## src/rtl/part_xlate.sv

```systemverilog
module part_xlate #(
  parameter int ADDR_W   = 32,
  parameter int LINE_W   = 7,
  parameter int WORD_W   = 2,
  parameter int STRIDE_W = 8
) (
  input  logic                clk,
  input  logic                rst_n,
  input  logic                in_valid,
  input  logic [ADDR_W-1:0]   addr,
  input  logic [LINE_W-1:0]   start,
  input  logic [LINE_W:0]     psize,
  input  logic [LINE_W:0]     vsize,
  input  logic [STRIDE_W-1:0] stride,
  input  logic [ADDR_W-1:0]   mask,
  output logic                out_valid,
  output logic [LINE_W-1:0]   out_line,
  output logic [WORD_W-1:0]   out_word,
  output logic [LINE_W-1:0]   out_vline,
  output logic [ADDR_W-1:0]   out_tag,
  output logic [ADDR_W-1:0]   out_mem_addr
);

  localparam int SH_W = (STRIDE_W > LINE_W + 1) ? $clog2(STRIDE_W) + 1 : $clog2(LINE_W + 1) + 1;

  function automatic logic [SH_W-1:0] low_bit(input logic [STRIDE_W+LINE_W:0] v);
    logic [SH_W-1:0] pos;
    pos = '0;
    for (int i = STRIDE_W + LINE_W; i >= 0; i--)
      if (v[i]) pos = SH_W'(i);
    return pos;
  endfunction

  logic [SH_W-1:0]   s_sh, p_sh, v_sh;
  logic [ADDR_W-1:0] placed, shifted, block, ofs_full;
  logic [LINE_W-1:0] ofs;

  assign s_sh     = low_bit({{(LINE_W+1){1'b0}}, stride});
  assign p_sh     = low_bit({{STRIDE_W{1'b0}}, psize});
  assign v_sh     = low_bit({{STRIDE_W{1'b0}}, vsize});
  assign placed   = addr + mask;
  assign shifted  = placed >> s_sh;
  assign block    = shifted >> WORD_W;
  assign ofs_full = block & ((ADDR_W'(1) << p_sh) - ADDR_W'(1));
  assign ofs      = ofs_full[LINE_W-1:0];

  always_ff @(posedge clk) begin
    if (!rst_n) begin
      out_valid    <= 1'b0;
      out_line     <= '0;
      out_word     <= '0;
      out_vline    <= '0;
      out_tag      <= '0;
      out_mem_addr <= '0;
    end else begin
      out_valid <= in_valid;
      if (in_valid) begin
        out_line     <= start + ofs;
        out_word     <= shifted[WORD_W-1:0];
        out_vline    <= ofs >> v_sh;
        out_tag      <= block >> p_sh;
        out_mem_addr <= addr;
      end
    end
  end

  a_r1_valid_follows: assert property (@(posedge clk) disable iff (!rst_n)
    in_valid |=> out_valid);
  a_r1_idle_follows: assert property (@(posedge clk) disable iff (!rst_n)
    !in_valid |=> !out_valid);
  a_r7_mem_addr_raw: assert property (@(posedge clk) disable iff (!rst_n)
    in_valid |=> out_mem_addr == $past(addr));
  a_r4_line_in_partition: assert property (@(posedge clk) disable iff (!rst_n)
    in_valid |=> ($past(psize) == '0) ? (LINE_W'(out_line - $past(start)) == '0)
                 : ({1'b0, LINE_W'(out_line - $past(start))} < ($past(psize) & (~$past(psize) + 1'b1))));
  a_r5_vline_bounded: assert property (@(posedge clk) disable iff (!rst_n)
    in_valid |=> out_vline <= LINE_W'(out_line - $past(start)));
  a_r8_hold_line: assert property (@(posedge clk) disable iff (!rst_n)
    !in_valid |=> $stable(out_line) && $stable(out_word) && $stable(out_tag));

endmodule

```

## config.mk

```make
export PLATFORM = sky130hd
export DESIGN_NAME = part_xlate
export DESIGN_NICKNAME = d
export VERILOG_FILES = /design/src/rtl/part_xlate.sv
export SDC_FILE = /design/constraint.sdc
export NUM_CORES = 1
export LEC_CHECK = 0
export ABC_CLOCK_PERIOD_IN_PS = 15300
export CAP_MARGIN = 40
export CORE_MARGIN = 4
export CORE_UTILIZATION = 55
export DETAILED_ROUTE_END_ITERATION = 8
export GPL_TIMING_DRIVEN = 0
export PLACE_DENSITY = 0.85
export SKIP_LAST_GASP = 1
export SLEW_MARGIN = 15
export SYNTH_ARGS = -nofsm -noshare
export SYNTH_HDL_FRONTEND = slang
export SYNTH_SLANG_ARGS = --single-unit
```

## constraint.sdc

```tcl
create_clock -name clk -period 15.3 [get_ports clk]
set_input_delay 3.06 -clock clk [delete_from_list [all_inputs] [get_ports clk]]
set_output_delay 3.06 -clock clk [all_outputs]
set_load 0.005 [all_outputs]
```

==> results of run 1 <==
final timing paths:
check,start,end,slack [ps],cells after the start
worst min register to register,out_vline[4],out_vline[4],470,2
worst min-delay path,out_vline[4],out_vline[4],470,2
worst max-delay path,psize[6],out_line[5],6550,19
worst max register to register,out_tag[19],out_tag[19],14450,2
stage by stage:
stage	setup slack (ps)	cell area [µm²]
global placement	6420	10500
CTS	6780	10800
finish	6550	10800
floorplan	8330	8510
detailed placement	6450	10500
global route	6310	10800
logic make-up (layout without fill, tap and decap cells):
family	Yosys count	count (layout)
AO/OA/AOI/OAI	376	376
XOR/XNOR	33	33
adder cells (fa/ha/maj)	40	40
buffers and inverters	103	295
flip-flops	79	79
multiplexers	96	96
other	1	2
AND/OR/NAND/NOR	418	418
sequential cells by signal, indices dropped and copies added (netlist names):
signal	flops
out_line	7
out_mem_addr	32
out_tag	30
out_valid	1
out_vline	7
out_word	2
cell type report:
cell class	count	area, µm²
Multi-Input combinational cell	965	6500
Fill cell	1264	4370
Timing Repair Buffer	176	1760
Sequential cell	79	1580
Buffer	86	377
Tap cell	188	235
Clock buffer	9	225
Clock inverter	7	86.3
Inverter	17	63.8
worst min-delay path: stages (launching register included):
cell and delay, ps:
dfxtp_1 310, nand2_1 60, a21oi_1 50
routing by layer:
metal,GRT usage (%),share of wire [%]
met2,53.0,42
met5,0,0
met4,15.6,4.5
met3,10.0,13
met1,51.2,41
where the power goes:
group	internal [mW]	total, mW	switching [mW]
clock network	0.130	0.235	0.105
logic	0.194	0.464	0.270
registers	0.224	0.235	0.0105
synthesized netlist by cell type, drive strengths merged (7+ instances only):
cell / n
nand2: 116
nor2: 101
a21oi: 89
mux2i: 86
dfxtp: 79
o21ai: 71
clkbuf: 52
nand3: 50
ha: 36
buf: 34
nor3: 33
nor2b: 28
a211oi: 22
a31oi: 18
xnor2: 18
a21o: 16
inv: 16
o211ai: 16
xor2: 15
nand2b: 13
nand4: 13
o21a: 12
or3: 12
and3: 11
nor4: 11
and2: 10
a21boi: 9
mux2: 9
o221ai: 9
o22ai: 8
o2111ai: 7
o211a: 7
==> impl_metrics.env, run 1 <==
export IMPL_critPathRequiredTime_ps=15540
export IMPL_cp_max_fo=10
export IMPL_synth_seq_cells=79
export IMPL_clkSlewWorstSetupHoldPaths_ps=70
export IMPL_crit_path_start_kind="primary input"
export IMPL_die_h_um=132
export IMPL_finalNonFillerCells=1527
export IMPL_hold_viol=0
export IMPL_antenna_cells=0
export IMPL_p_leak_nw=4.30
export IMPL_drv_slew=0
export IMPL_critPathArrivalTime_ps=8990
export IMPL_dp_cells=1510
export IMPL_max_stage_delay_ps=750
export IMPL_die_w_um=132
export IMPL_syn_to_final_growth_pct=27.3
export IMPL_clock_sinks=79
export IMPL_power_density_nw_per_um2=86.2
export IMPL_htree_levels=3
export IMPL_numCtsBuffers=9
export IMPL_slew_limit_headroom_pct=36.3
export IMPL_die_area_um2=17500
export IMPL_hold_ws_ps=465
export IMPL_synthCells=1146
export IMPL_synth_top_family_by_area="compound AO/OA/AOI/OAI gates"
export IMPL_power_total_mw=0.934
export IMPL_fin_nets=1470
export IMPL_path_cells="clkdlybuf4s50_1 -> nand2b_1 -> a21oi_1 -> o21bai_1 -> a21oi_1 -> clkbuf_1 -> clkbuf_1 -> buf_1 -> nand2_1 -> ha_1 -> xnor2_1 -> nor2_1 -> ha_1 -> a21oi_1 -> o21ai_0 -> o21a_1 -> maj3_1 -> xor2_1 -> a22o_1"
export IMPL_rows=45
export IMPL_clkLatencyLatePin_ps=350
export IMPL_vias_per_cell=6.76
export IMPL_cts_tree="built"
export IMPL_slowest_stage="a21oi_1"
export IMPL_path_delay_family="buffers and inverters"
export IMPL_yosysUniqueCellTypes=96
export IMPL_path_class="in2reg"
export IMPL_status="finished clean"
export IMPL_crit_path_frequent_cell="a21oi_1"
export IMPL_vias=10300
export IMPL_grtUsageTotal_pct=36.7
export IMPL_gr_total_overflow=0
export IMPL_yosys_area_share_xor_xnor_pct=3.40
export IMPL_routabilityCongestion=1.07
export IMPL_synth_edf_count=0
export IMPL_setup_tns_ps=0
export IMPL_hp_class="reg2reg"
export IMPL_drtIter0Drc=1242
export IMPL_cp_num_buf_inv=4
export IMPL_placeableCoreArea_um2=15200
export IMPL_post_cts_buffers=0
export IMPL_io_buffers=175
export IMPL_grt_pass1_wl_um=52200
export IMPL_start_util_pct=56.0
export IMPL_synth_largest_area_cell="dfxtp_1"
export IMPL_synth_simple_area_share_pct=24.0
export IMPL_setup_viol_count_final=0
export IMPL_maxCapViolCount=0
export IMPL_fin_skew_ps=0
export IMPL_period_minus_slack_ps=8750
export IMPL_synthAdderAreaFrac_pct=6.01
export IMPL_hpwlAfterDp_um=27000
export IMPL_synth_compound_area_share_pct=30.9
export IMPL_grt_setup_unrepaired="no"
export IMPL_cts_resized=0
export IMPL_max_freq_mhz=114
export IMPL_yosys_warnings=0
export IMPL_muxShareOfSynthArea_pct=11.8
export IMPL_ys_seq_area_share_pct=18.6
export IMPL_drive_above_1_share_pct=6.95
export IMPL_ant_nets=0
export IMPL_hold_buffers=0
export IMPL_first_global_vias=9551
export IMPL_fin_util_pct=71.3
export IMPL_syn_cell_area_um2=8510
export IMPL_final_common_cell="clkdlybuf4s50_1"
export IMPL_ys_async_sr_fraction_pct=0
export IMPL_postSynthAreaPerCell_um2=7.43
export IMPL_io_pins=179
export IMPL_period_share_pct=57.2
export IMPL_wl_per_cell_um=22.1
export IMPL_cts_root_buffer="clkbuf_16"
export IMPL_irDropWorstVdd_v=0.0000636
export IMPL_grt_max_degree=17
export IMPL_ys_flop_type="dfxtp_1"
export IMPL_synth_area_leaders="dfxtp_1 19%, mux2i_1 9.9%, ha_1 5.3%"
export IMPL_cp_end_kind="flip-flop"
export IMPL_dr_pass1_iters=8
export IMPL_drc=0
export IMPL_antenna_found_initial=0
export IMPL_final_cell_mix="175 x clkdlybuf4s50_1, 116 x nand2_1, 100 x nor2_1, 85 x a21oi_1, 84 x mux2i_1"
export IMPL_drt_total_wl_um=33700
export IMPL_tightest_slew_ps=948
export IMPL_synth_top_area_share_pct=18.6
export IMPL_ctsLongestPathBuffers=2
(Power assumes the default switching activity.)
==> run 2, diff against run 1 <==
Settings changed: ABC_CLOCK_PERIOD_IN_PS 15300 to 8430, CORE_UTILIZATION 55 to 53, PLACE_DENSITY 0.85 to 0.83.
Clock period 15.3 ns to 8.43 ns, I/O delays scaled along.
==> run 2 against run 1 <==
  * Total power up 86%
  * Clock skew unchanged
  * Die area up 3.5%
  * Worst hold slack better by 12 ps
  * Global-route usage up 0.67 points
  * Cell area up 0.42%
  * Via count about the same
  * Sequential power up 81%
  * Utilization down 2.5 points
  * Register-to-register slack worse by 6900 ps
  * Wire length up 3.6%
  * Clock power up 91%
==> impl_metrics.env, run 2 (synthesis gave the netlist of run 1 again) <==
export IMPL_status="finished clean"
export IMPL_cp_end_kind="flip-flop"
export IMPL_fin_util_pct=68.7
export IMPL_crit_start="psize[6]"
export IMPL_grtUsageTotal_pct=37.3
export IMPL_setup_tns_ps=0
export IMPL_cp_max_fo=10
export IMPL_vias_per_cell=6.63
export IMPL_gr_total_overflow=0
export IMPL_place_area_um2=10500
export IMPL_pre_cts_slack_ps=1000
export IMPL_ctsLongestPathBuffers=2
export IMPL_tightest_slew_ps=876
export IMPL_final_cell_mix="175 x clkdlybuf4s50_1, 116 x nand2_1, 100 x nor2_1, 85 x a21oi_1, 84 x mux2i_1"
export IMPL_dr_pass1_iters=6
export IMPL_ant_nets=0
export IMPL_final_setup_worst_slack_ps=1080
export IMPL_cts_root_buffer="clkbuf_16"
export IMPL_hold_buffers=0
export IMPL_path_class="in2reg"
export IMPL_period_minus_slack_ps=7350
export IMPL_fill_cells=1326
export IMPL_drive_above_1_share_pct=6.87
export IMPL_period_share_pct=87.1
export IMPL_drt_total_wl_um=34900
export IMPL_multi_input_area_um2=6500
export IMPL_p_leak_nw=4.30
export IMPL_first_global_vias=9956
export IMPL_power_density_nw_per_um2=160
export IMPL_grt_pass1_wl_um=54200
export IMPL_maxCapViolCount=0
export IMPL_power_total_mw=1.74
export IMPL_cts_resized=0
export IMPL_drc=0
export IMPL_routabilityCongestion=1.02
export IMPL_clkSlewWorstSetupHoldPaths_ps=70
export IMPL_drv_slew=0
export IMPL_start_util_pct=53.8
export IMPL_vias=10300
export IMPL_post_cts_buffers=0
export IMPL_antenna_found_initial=0
export IMPL_critPathArrivalTime_ps=7600
export IMPL_cts_tree="built"
export IMPL_clkLatencyLatePin_ps=350
export IMPL_numCtsBuffers=9
export IMPL_slew_limit_headroom_pct=41.1
export IMPL_hp_class="reg2reg"
export IMPL_fin_skew_ps=0
export IMPL_clock_sinks=79
export IMPL_htree_levels=3
export IMPL_finalNonFillerCells=1557
export IMPL_fin_area_um2=10900
export IMPL_grt_setup_unrepaired="no"
export IMPL_hold_ws_ps=477
export IMPL_largest_register_ffs=32
export IMPL_hpwlAfterDp_um=27900
export IMPL_wl_per_cell_um=22.4
export IMPL_fin_nets=1470
export IMPL_hold_viol=0
export IMPL_regArea_um2=1580
export IMPL_placeableCoreArea_um2=15800
export IMPL_syn_to_final_growth_pct=27.8
export IMPL_drtIter0Drc=1219
export IMPL_io_buffers=175
export IMPL_die_w_um=135
export IMPL_r2r_start="out_tag[19]"
export IMPL_dp_cells=1539
export IMPL_rows=46
export IMPL_setup_viol_count_final=0
export IMPL_final_common_cell="clkdlybuf4s50_1"
export IMPL_die_h_um=135
export IMPL_reg_largest_list="out_mem_addr: 32 flops, out_tag: 30 flops"
export IMPL_crit_path_start_kind="primary input"
export IMPL_die_area_um2=18100
export IMPL_grt_max_degree=15
export IMPL_hold_start="out_tag[26]"
export IMPL_irDropWorstVdd_v=0.000112
export IMPL_critPathRequiredTime_ps=8680
export IMPL_regMostFlops="out_mem_addr"
export IMPL_io_pins=179
export IMPL_max_freq_mhz=136
-- run 2: final timing paths --
| check | end | cells past startpoint | slack, ps |
|---|---|---|---|
| worst min register to register | out_tag[26] | 2 | 480 |
| worst max-delay path | out_line[5] | 19 | 1080 |
| worst min-delay path | out_tag[26] | 2 | 480 |
| worst max register to register | out_tag[19] | 2 | 7570 |
-- run 2: power by group --
| group | switching (mW) | internal [mW] | total [mW] | leakage (nW) |
|---|---|---|---|---|
| sequential | 0.0189 | 0.407 | 0.426 | 0.652 |
| clock | 0.187 | 0.262 | 0.450 | 0.153 |
| combinational | 0.507 | 0.352 | 0.859 | 3.49 |
-- run 2: layer usage --
layer	vias up	GRT usage, %	part of all wire, %
met2	711	59.4	44
li1	4713	-	-
met3	149	6.30	9.9
met4	0	22.5	7.1
met5	-	0	0
met1	4749	47.3	39
-- run 2: layout make-up --
class	count	area share (%)
diodes	2	0.0460
plain buffers	86	3.46
clock buffers	10	2.11
clock inverters	6	0.863
inverters	17	0.587
multi-input cells	965	59.8
flip-flops and latches	79	14.5
well taps	216	2.48
repair buffers	176	16.2
-- run 2: worst max-delay path: stages --
cell and delay (ps):
clkdlybuf4s50_1 510, nand2b_1 110, a21oi_1 70, o21bai_1 610, a21o_1 310, clkbuf_1 480, clkbuf_1 490, buf_1 560
nand2_1 180, ha_1 310, xnor2_1 160, nor2_1 400, ha_1 360, a21oi_1 350, o21ai_0 160, o21a_1 140
maj3_1 360, xor2_1 160, a22o_1 170
